==> src/rtl/ecc_term_pkg.sv <==
package ecc_term_pkg;
  localparam int MODE_W = 2;

  typedef enum logic [MODE_W-1:0] {
    POL_VF_EXC = 2'b00,
    POL_VF_RTY = 2'b01,
    POL_EA_EXC = 2'b10,
    POL_EA_RTY = 2'b11
  } policy_e;

  typedef enum logic [1:0] {
    ST_IDLE = 2'd0,
    ST_WAIT = 2'd1,
    ST_HOLD = 2'd2
  } state_e;

  typedef struct packed {
    logic ack;
    logic berr;
    logic halt;
    logic fix;
  } term_t;

  function automatic logic is_early(policy_e p);
    return p[1];
  endfunction

  function automatic logic is_retry(policy_e p);
    return p[0];
  endfunction
endpackage

==> src/rtl/ecc_term_fsm.sv <==
module ecc_term_fsm
  import ecc_term_pkg::*;
(
  input  logic              clk_i,
  input  logic              rst_ni,
  input  logic              cyc_n_i,
  input  logic [MODE_W-1:0] mode_i,
  input  logic              chk_valid_i,
  output logic              start_o,
  output logic              result_o,
  output logic              release_o,
  output policy_e           pol_eff_o,
  output policy_e           pol_q_o
);
  state_e  state_q, state_d;
  policy_e pol_q;

  assign start_o   = (state_q == ST_IDLE) && !cyc_n_i;
  assign result_o  = (state_q == ST_WAIT) && !cyc_n_i && chk_valid_i;
  assign release_o = (state_q != ST_IDLE) && cyc_n_i;
  // policy in force this clock: live input on the start edge, latched after
  assign pol_eff_o = start_o ? policy_e'(mode_i) : pol_q;
  assign pol_q_o   = pol_q;

  always_comb begin
    state_d = state_q;
    unique case (state_q)
      ST_IDLE: if (!cyc_n_i) state_d = ST_WAIT;
      ST_WAIT: begin
        if (cyc_n_i)          state_d = ST_IDLE;
        else if (chk_valid_i) state_d = ST_HOLD;
      end
      ST_HOLD: if (cyc_n_i) state_d = ST_IDLE;
      default: state_d = ST_IDLE;
    endcase
  end

  always_ff @(posedge clk_i or negedge rst_ni) begin
    if (!rst_ni) begin
      state_q <= ST_IDLE;
      pol_q   <= POL_VF_EXC;
    end else begin
      state_q <= state_d;
      if (start_o) pol_q <= policy_e'(mode_i);
    end
  end
endmodule

==> src/rtl/ecc_term_policy.sv <==
module ecc_term_policy
  import ecc_term_pkg::*;
(
  input  policy_e pol_i,
  input  logic    start_i,
  input  logic    result_i,
  input  logic    bad_i,
  output term_t   set_o
);
  always_comb begin
    set_o = '0;
    if (start_i) begin
      set_o.ack = is_early(pol_i);
    end else if (result_i) begin
      if (!bad_i) begin
        set_o.ack = 1'b1;
      end else begin
        set_o.berr = 1'b1;
        set_o.halt = is_retry(pol_i);
        set_o.fix  = is_retry(pol_i);
      end
    end
  end
endmodule

==> src/rtl/ecc_term_lines.sv <==
module ecc_term_lines #(
  parameter int N_LINES = 3
) (
  input  logic               clk_i,
  input  logic               rst_ni,
  input  logic [N_LINES-1:0] set_i,
  input  logic               fix_i,
  input  logic               clr_i,
  output logic [N_LINES-1:0] line_n_o,
  output logic               fix_o
);
  logic [N_LINES-1:0] act_q;

  for (genvar g = 0; g < N_LINES; g++) begin : g_line
    always_ff @(posedge clk_i or negedge rst_ni) begin
      if (!rst_ni)       act_q[g] <= 1'b0;
      else if (clr_i)    act_q[g] <= 1'b0;
      else if (set_i[g]) act_q[g] <= 1'b1;
    end
    assign line_n_o[g] = ~act_q[g];
  end

  always_ff @(posedge clk_i or negedge rst_ni) begin
    if (!rst_ni) fix_o <= 1'b0;
    else         fix_o <= fix_i && !clr_i;
  end
endmodule

==> src/rtl/ecc_term_resp.sv <==
module ecc_term_resp
  import ecc_term_pkg::*;
(
  input  logic              clk_i,
  input  logic              rst_ni,
  input  logic              cyc_n_i,
  input  logic [MODE_W-1:0] mode_i,
  input  logic              chk_valid_i,
  input  logic              chk_bad_i,
  output logic              ack_n_o,
  output logic              berr_n_o,
  output logic              halt_n_o,
  output logic              fix_req_o
);
  localparam int N_LINES = 3;

  logic    start, result, rel;
  policy_e pol_eff, pol_q;
  term_t   set;
  logic [N_LINES-1:0] line_n;

  ecc_term_fsm u_fsm (
    .clk_i      (clk_i),
    .rst_ni     (rst_ni),
    .cyc_n_i    (cyc_n_i),
    .mode_i     (mode_i),
    .chk_valid_i(chk_valid_i),
    .start_o    (start),
    .result_o   (result),
    .release_o  (rel),
    .pol_eff_o  (pol_eff),
    .pol_q_o    (pol_q)
  );

  ecc_term_policy u_pol (
    .pol_i   (pol_eff),
    .start_i (start),
    .result_i(result),
    .bad_i   (chk_bad_i),
    .set_o   (set)
  );

  ecc_term_lines #(.N_LINES(N_LINES)) u_lines (
    .clk_i   (clk_i),
    .rst_ni  (rst_ni),
    .set_i   ({set.ack, set.berr, set.halt}),
    .fix_i   (set.fix),
    .clr_i   (rel),
    .line_n_o(line_n),
    .fix_o   (fix_req_o)
  );

  assign ack_n_o  = line_n[2];
  assign berr_n_o = line_n[1];
  assign halt_n_o = line_n[0];
endmodule

==> config.mk <==
export PLATFORM = sky130hd
export DESIGN_NAME = ecc_term_resp
export DESIGN_NICKNAME = d
export VERILOG_FILES = /design/src/rtl/ecc_term_pkg.sv /design/src/rtl/ecc_term_fsm.sv /design/src/rtl/ecc_term_policy.sv /design/src/rtl/ecc_term_lines.sv /design/src/rtl/ecc_term_resp.sv
export SDC_FILE = /design/constraint.sdc
export NUM_CORES = 1
export LEC_CHECK = 0
export BUFFER_PORTS_ARGS = -buffer_cell sky130_fd_sc_hd__buf_2
export CAP_MARGIN = 20
export CORE_AREA = 2 2 39 41
export DETAILED_ROUTE_END_ITERATION = 16
export DIE_AREA = 0 0 41 43
export MAX_ROUTING_LAYER = met4
export PLACE_DENSITY = 0.56
export SLEW_MARGIN = 20
export SYNTH_ARGS = -nofsm -noshare
export SYNTH_HDL_FRONTEND = slang
export SYNTH_SLANG_ARGS = --single-unit
==> constraint.sdc <==
create_clock -name clk_i -period 1.3 [get_ports clk_i]
set_input_delay 0.26 -clock clk_i [delete_from_list [all_inputs] [get_ports clk_i]]
set_output_delay 0.26 -clock clk_i [all_outputs]
set_load 0.05 [all_outputs]
Yosys cells after proc, flatten, opt, wreduce, memory -nomap -nowiden --
Cells that the tools add are included. Widths: inputs -> output; s select.
Storage, ports and cells: bits in registers 8, latch bits 0, RAM bits 0, memory bits (read-only) 0, output and inout bits 4, memories 0
Operators by class: $add $sub $neg 0, multipliers 0, divide/modulo/power cells 0, order comparisons 0, equality and inequality tests 5, shifts and indexed selects 0, muxes and demuxes 17, bitwise operators 3, reductions and logical operators 13
Operator list (count):
- $mux 2 | 5
- $mux 1 | 8
- $reduce_bool 2->1 | 4
- $mux 3 | 2
- $pmux 2 s3 | 1
- $logic_and 1x1->1 | 5
- $mux 4 | 1
- $ne 2x2->1 const B | 2
- $ne 3x3->1 const B | 1
- $not 1->1 | 3
- $reduce_and 3->1 | 1
- $eq 2x1->1 const B | 1
- $eq 2x2->1 const B | 1
- $logic_not 1->1 | 2
- $logic_not 2->1 | 1

Logic depth before layout (Yosys ltp) --
Gate-level depths: netlist (run 1).
depth in word-level cells 8, gate-level depth with buffers 4

Modules after synthesis --
From an unflattened synthesis (run 1), not the netlist that was laid out.
Unflattened totals: cell total of the unflattened synthesis 32, area total of the unflattened synthesis 371.6 µm²
By module, submodules not included:
- ecc_term_fsm | times used 1, cells an instance 14, area each 181.4 µm²
- ecc_term_lines | times used 1, cells an instance 11, area each 147.6 µm²
- ecc_term_policy | times used 1, cells an instance 7, area each 42.5 µm²

Worst setup path before layout (run 1) --
OpenSTA, ideal clock, no wires.
kind register to register, start point reg u_fsm.state_q[0], end point reg u_fsm.pol_q[0], in the netlist u_fsm.pol_q_o[0], data arrival time 971 ps, required time 1175 ps, path slack 204 ps, cell stages (with the launch flop) 4, clock period less this slack 1096 ps, cells stage by stage dfrtp_1 buf_4 nor3_2 mux2_2
On the way: cells in the longest elaborated chain, start to end 3
RTL lines:
- start: declaration | RTL line ecc_term_fsm.sv:15 | state_e state_q, state_d;
- start signal: assignment | RTL line ecc_term_fsm.sv:43 | state_q <= state_d;
- $logic_not 2->1 | RTL line ecc_term_fsm.sv:18 | assign start_o = (state_q == ST_IDLE) && !cyc_n_i;
- $logic_and 1x1->1 | RTL line ecc_term_fsm.sv:18
- $mux 2
- named net pol_eff[0] | RTL line ecc_term_resp.sv:18 | policy_e pol_eff, pol_q;
- end signal: assignment | RTL line ecc_term_fsm.sv:44 | if (start_o) pol_q <= policy_e'(mode_i);
- end: declaration | RTL line ecc_term_fsm.sv:16 | policy_e pol_q;
The timed path passes the listed nets, and every way through them passes these cells. A chain may end at the register's enable or synchronous reset.

Worst setup path in the final report (run 1) --
start point reg u_lines.act_q[0], end point out halt_n_o
On the way: cells in the longest elaborated chain, start to end 1
RTL lines:
- start: declaration | RTL line ecc_term_lines.sv:12 | logic [N_LINES-1:0] act_q;
- start signal: indexed assignment | RTL line ecc_term_lines.sv:16 | if (!rst_ni) act_q[g] <= 1'b0;
- start signal: indexed assignment | RTL line ecc_term_lines.sv:17 | else if (clr_i) act_q[g] <= 1'b0;
- start signal: indexed assignment | RTL line ecc_term_lines.sv:18 | else if (set_i[g]) act_q[g] <= 1'b1;
- $not 1->1 | RTL line ecc_term_lines.sv:20 | assign line_n_o[g] = ~act_q[g];
- end: declaration | RTL line ecc_term_resp.sv:12 | output logic halt_n_o,
Every way passes these cells.

==> results of run 1 <==
## power by group through the flow
stage / combinational, W / clock, W / sequential [W]
global placement: 0.000139 / 0 / 0.000268
CTS: 0.000142 / 0.000207 / 0.000265
floorplan: 0.000109 / 0 / 0.000261
detailed placement: 0.000140 / 0 / 0.000269
finish: 0.000140 / 0.000197 / 0.000266
global route: 0.000152 / 0.000219 / 0.000270
## synth_stat cells, drive strengths merged
| cell type | number | area [um2] |
|---|---|---|
| dfrtp | 7 | 175 |
| inv | 5 | 18.8 |
| o21ai | 4 | 20.0 |
| nand2 | 2 | 7.51 |
| a211oi | 1 | 7.51 |
| a21o | 1 | 7.51 |
| a21oi | 1 | 5.00 |
| a2bb2oi | 1 | 8.76 |
| buf | 1 | 7.51 |
| mux2 | 1 | 11.3 |
| nand3b | 1 | 7.51 |
| nand4b | 1 | 23.8 |
| nor2 | 1 | 3.75 |
| nor3 | 1 | 10.0 |
| nor3b | 1 | 12.5 |
| o31ai | 1 | 7.51 |
## layer usage
metal	wire, um	vias to the layer above
li1	-	133
met1	254	122
met2	299	4
met3	17	2
met4	13	0
met5	0	-
## flip-flops by register name (all words and copies together) (netlist names)
name / flops
u_lines.act_q: 3
u_lines.fix_o: 1
u_fsm.pol_q_o: 1
u_fsm.state_q: 2
## layout make-up
| type | instances | area [um2] |
|---|---|---|
| clock buffer | 4 | 26.3 |
| inverter | 5 | 18.8 |
| tap | 16 | 20.0 |
| sequential | 7 | 175 |
| timing repair buffer | 11 | 60.1 |
| multi-input combinational | 17 | 133 |
| fill | 154 | 951 |
## kinds of logic (layout without fill, tap and decap cells)
group	Yosys count	count (layout)	synth area share
compound gates	9	9	0.169
buf+inv	6	20	0.0787
flops	7	7	0.524
mux	1	1	0.0337
simple gates	7	7	0.195
## worst register-to-register path, stage by stage, from the launching register on
cell and delay (ns):
dfrtp_1 0.48, nor3_2 0.19, mux2_2 0.34
## worst min path at each step
stage	to	slack (ns)	cells after the start
final	u_fsm.pol_q_o[0]$_DFF_PN0_	0.24	2
after global routing	u_fsm.pol_q_o[0]$_DFF_PN0_	0.24	2
after CTS	u_fsm.pol_q_o[0]$_DFF_PN0_	0.23	2
after detailed placement	u_lines.act_q[0]$_DFFE_PN0P_	0.10	1
after global placement	u_lines.act_q[0]$_DFFE_PN0P_	0.10	1
after floorplan	u_fsm.pol_q_o[0]$_DFF_PN0_	-0.04	0
## through the flow
step	instances	total power [W]	util	hold WS (ns)
after global placement	55	0.000407	0.287	0.101
final	60	0.000602	0.313	0.240
after detailed placement	55	0.000409	0.287	0.102
after global routing	60	0.000640	0.313	0.239
after floorplan	30	0.000370	-	-0.0356
after CTS	60	0.000615	0.313	0.232
==> impl_metrics.csv, run 1 <==
group,metric,value,unit
run_status,status,"finished, final reports clean",
drt,num_vias,261,
grt,antenna_found_initial,0,
grt,use_met2,0.103,
sta,period_minus_slack,1.19,ns
power_and_ir_drop,p_switching,0.000192,W
cells_and_area,final_common_cell,"buf_2",
cts,clock_latency,0.25,ns
sta,setup_viol,0,
synth,synth_area_per_cell,11.1,um2
grt,track_usage,0.0915,
cts,cts_tree,"built",
synth,yosysUniqueCellTypes,16,
floorplanning,num_rows,14,
worst_setup_path,crit_chain,"inv_1 > buf_2",
grt,busiest_layer,"met4",
worst_setup_path,crit_type,"flop to output pin",
cts,h-tree-depth,1,
floorplanning,core_area,1380,um2
sta,maxSlewHeadroom,0.803,
worst_setup_path,worstRegToRegCells,2,
cells_and_area,nNetsFinal,52,
grt,grt_pass1_vias,242,
floorplanning,fp.dieArea,1760,um2
cells_and_area,final_cell_mix,"buf_2 (10), dfrtp_1 (7), inv_1 (5)",
sta,rsz0062_at_grt,"no",
cts,clockRootBuffer,"clkbuf_4",
worst_setup_path,crit_slowest_cell,"dfrtp_1",
worst_setup_path,required,1.04,ns
cells_and_area,area_growth,29.6,%
power_and_ir_drop,p_comb_frac,0.232,
hold_path,min-delay-start,"mode_i[0]",
grt,use_met1,0.113,
cts,cts_num_sinks,7,
synth,syn_nets,37,
synth,synthCells,30,
synth,netlist_area,334,um2
grt,grt_pass1_wl,972,um
worst_setup_path,rrSetupSlack,0.18,ns
power_and_ir_drop,power.leakage,0.219,nW
cells_and_area,diodes,0,
worst_setup_path,reg2reg_from,"u_fsm.state_q[0]$_DFFE_PN0P_",
cts,clkTransAtPathRegs,0.05,ns
worst_setup_path,crit_fanout,2,
place,dpl-instance-area,397,um2
grt,grtUsageMet3,0.0157,
drt,drcViolationCount,0,
hold_path,min_path_type,"input pin to flop",
drt,drt-pass1-iter-count,4,
worst_setup_path,start_kind,"flop",
drt,ant_nets,0,
synth,ys_seq_elements,7,
worst_setup_path,cp.arrival,0.93,ns
worst_setup_path,path_depth,2,
grt,grt_max_degree,9,
sta,clock_skew,0.00432,ns
power_and_ir_drop,seqPwrFrac,0.441,
place,hpwlAfterDp,439,um
power_and_ir_drop,internal-power,0.000410,W
place,port_buffers,10,
synth,ys_seq_area_frac,0.524,
drt,drt-wirelength-per-cell,9.75,um
job,maxCapViolations,0,
worst_setup_path,cp-end-kind,"output pin",
worst_setup_path,critical_path.endpoint,"halt_n_o",
worst_setup_path,crit_start,"u_lines.act_q[0]$_DFFE_PN0P_",
sta,fin_crit_sh,0.913,
floorplanning,die_w,41,um
sta,hold_viol,0,
worst_setup_path,crit_buf_inv,2,
cts,holdBufCountCts,1,
cts,clk_path_buf_depth,2,
cells_and_area,final_area,433,um2
floorplanning,initial_core_util,0.241,
cts,postCtsSetupRepairBufs,0,
sta,slew_viol_final,0,
drt,drt-initial-drc-count,2,
cts,cts-resized-gates,0,
grt,grt-ovfl-total,0,
floorplanning,die_h,43,um
power_and_ir_drop,pwr-share-clk,0.327,
floorplanning,ios,11,
drt,drt-total-wl,585,um
power_and_ir_drop,cellPowerDensity,1390,nW/um2
drt,via_per_inst,4.35,
cells_and_area,layout-drive-gt1-share,0.386,
power_and_ir_drop,p_sw_frac,0.319,
worst_setup_path,r2r-end,"u_fsm.pol_q_o[0]$_DFF_PN0_",
place,post-place-ws,0.177,ns
cts,cts_buffers,3,
worst_setup_path,slowest_delay,0.38,ns
sta,fmax,843,MHz
place,gp_congestion,0.747,
sta,tns,0,ns
sta,worstMarginPinSlew,0.295,ns
power_and_ir_drop,ir_drop,0.000627,V
synth,yosys_warnings,0,
sta,setup_slack,0.113,ns
worst_setup_path,critical-path-top-delay-family,"flip-flops",
Note: power is estimated with default switching activity, not from simulation.
==> run 2: changes to the inputs <==
- clock period: 1.3 -> 1.2 ns (I/O delays scaled with it)
==> run 2 against run 1 <==
- via count is 1.1% higher
- sequential share of layout area is 1.1 points lower
- combinational power is 18% higher
- sequential power is 7% higher
- register-to-register slack worse by 0.06 ns
- clock-buffer cell count stayed put
- clock skew is 0.0017 ns higher
- clock power is 11% higher
- critical path type unchanged
==> impl_metrics.csv, run 2 (synthesis gave the netlist of run 1 again) <==
group,metric,value,unit
power_and_ir_drop,pwr-share-clk,0.327,
cells_and_area,final_common_cell,"buf_2",
sta,setup_viol,0,
worst_setup_path,critical-path-top-delay-family,"flip-flops",
floorplanning,die_h,43,um
sta,maxSlewHeadroom,0.835,
power_and_ir_drop,total_power,0.000667,W
sta,slew_viol_final,0,
sta,tns,0,ns
run_status,status,"finished, final reports clean",
sta,fin_crit_sh,0.962,
drt,drt-initial-drc-count,4,
cells_and_area,regArea,175,um2
cts,h-tree-depth,1,
worst_setup_path,cp-end-kind,"output pin",
power_and_ir_drop,power.leakage,0.227,nW
power_and_ir_drop,ir_drop,0.000475,V
floorplanning,num_rows,14,
sta,worstMarginPinSlew,0.247,ns
cells_and_area,layout-drive-gt1-share,0.400,
cells_and_area,final_util,0.322,
floorplanning,initial_core_util,0.241,
sta,rsz0062_at_grt,"no",
sta,clock_skew,0.00602,ns
drt,ant_nets,0,
cells_and_area,fin_cells,61,
floorplanning,core_area,1380,um2
cells_and_area,top_register,"u_lines.act_q",
floorplanning,die_w,41,um
drt,via_per_inst,4.33,
worst_setup_path,required,0.96,ns
cells_and_area,multi_input_area,133,um2
hold_path,min_path_type,"input pin to flop",
worst_setup_path,crit_buf_inv,2,
cells_and_area,area_growth,33.3,%
place,hpwlAfterDp,443,um
power_and_ir_drop,p_comb_frac,0.248,
worst_setup_path,crit_chain,"inv_1 > buf_2",
cts,postCtsSetupRepairBufs,0,
place,dp_cells,56,
power_and_ir_drop,cellPowerDensity,1500,nW/um2
cells_and_area,largest_reg_flops,3,
floorplanning,fp.dieArea,1760,um2
sta,hold_viol,0,
cells_and_area,final_cell_mix,"buf_2 (8), dfrtp_1 (7), inv_1 (5), clkbuf_4 (5), o21ai_0 (4)",
job,maxCapViolations,0,
sta,period_minus_slack,1.15,ns
drt,drcViolationCount,0,
worst_setup_path,cp.arrival,0.91,ns
cells_and_area,nNetsFinal,53,
floorplanning,ios,11,
worst_setup_path,crit_fanout,2,
worst_setup_path,crit_slowest_cell,"dfrtp_1",
place,gp_congestion,0.762,
drt,drt-total-wl,637,um
power_and_ir_drop,p_switching,0.000214,W
drt,drt-wirelength-per-cell,10.4,um
cts,clkTransAtPathRegs,0.06,ns
cts,cts_buffers,3,
cells_and_area,nFillCells,149,
worst_setup_path,rrSetupSlack,0.12,ns
power_and_ir_drop,p_sw_frac,0.321,
sta,setup_slack,0.0458,ns
grt,grt_max_degree,9,
drt,drt-pass1-iter-count,3,
cells_and_area,diodes,0,
cts,clock_latency,0.25,ns
grt,grt_pass1_wl,1130,um
drt,num_vias,264,
grt,track_usage,0.108,
cts,clk_path_buf_depth,2,
cells_and_area,largestRegisters,"u_lines.act_q x3, u_fsm.state_q x2",
sta,fmax,866,MHz
cts,cts_tree,"built",
worst_setup_path,start_kind,"flop",
worst_setup_path,slowest_delay,0.37,ns
worst_setup_path,crit_type,"flop to output pin",
cts,clockRootBuffer,"clkbuf_4",
grt,grt-ovfl-total,0,
power_and_ir_drop,internal-power,0.000453,W
place,port_buffers,10,
grt,grt_pass1_vias,259,
grt,antenna_found_initial,0,
cts,cts_num_sinks,7,
power_and_ir_drop,seqPwrFrac,0.426,
place,post-place-ws,0.144,ns
run 2: changes by cell type in the layout (fill, tap and decap cells not counted), sizes merged:
| cell | previous run | this run |
|---|---|---|
| buf | 10 | 9 |
| clkbuf | 4 | 6 |
run 2: area by class of cell:
class / instances / area share
flip-flops and latches: 7 / 0.393
repair buffers: 12 / 0.163
inverters: 5 / 0.0421
multi-input cells: 17 / 0.298
well taps: 16 / 0.0449
clock buffers: 4 / 0.0590
run 2: timing repair:
action | CTS | global route
gates resized for setup | 0 | 2
hold endpoints to repair | 7 | 0
setup endpoints to repair | 0 | 2
hold buffers | 1 | 0
run 2: metrics by stage:
| step | hold slack [ns] | area, um2 |
|---|---|---|
| 2_1_floorplan | -0.0556 | 334 |
| 3_3_place_gp | 0.0848 | 404 |
| 3_5_place_dp | 0.0803 | 404 |
| 4_1_cts | 0.220 | 440 |
| 5_1_grt | 0.226 | 445 |
| 6_report | 0.224 | 445 |
run 2: power groups by stage:
stage / clock (W) / combinational (W) / sequential [W]
2_1_floorplan: 0 / 0.000118 / 0.000282
3_3_place_gp: 0 / 0.000160 / 0.000288
3_5_place_dp: 0 / 0.000160 / 0.000288
4_1_cts: 0.000224 / 0.000163 / 0.000285
5_1_grt: 0.000243 / 0.000180 / 0.000289
6_report: 0.000218 / 0.000165 / 0.000284
run 2: worst paths after layout:
path / startpoint / end / depth (start not counted)
min in group asynchronous: rst_ni / u_fsm.state_q[0]$_DFFE_PN0P_ / 2
worst max-delay path: u_lines.act_q[2]$_DFFE_PN0P_ / ack_n_o / 2
max in group asynchronous: rst_ni / u_fsm.pol_q_o[0]$_DFF_PN0_ / 2
worst max register to register: u_fsm.state_q[0]$_DFFE_PN0P_ / u_lines.act_q[0]$_DFFE_PN0P_ / 4
worst min register to register: u_lines.act_q[0]$_DFFE_PN0P_ / u_lines.act_q[0]$_DFFE_PN0P_ / 1
worst min-delay path: mode_i[0] / u_fsm.pol_q_o[0]$_DFF_PN0_ / 2
run 2: layer usage:
metal | vias to the layer above | GRT usage | wire length [um]
met5 | - | - | 0
met4 | 0 | 0.140 | 45
met3 | 4 | 0.0157 | 14
met2 | 6 | 0.141 | 316
met1 | 119 | 0.116 | 260
li1 | 135 | - | -
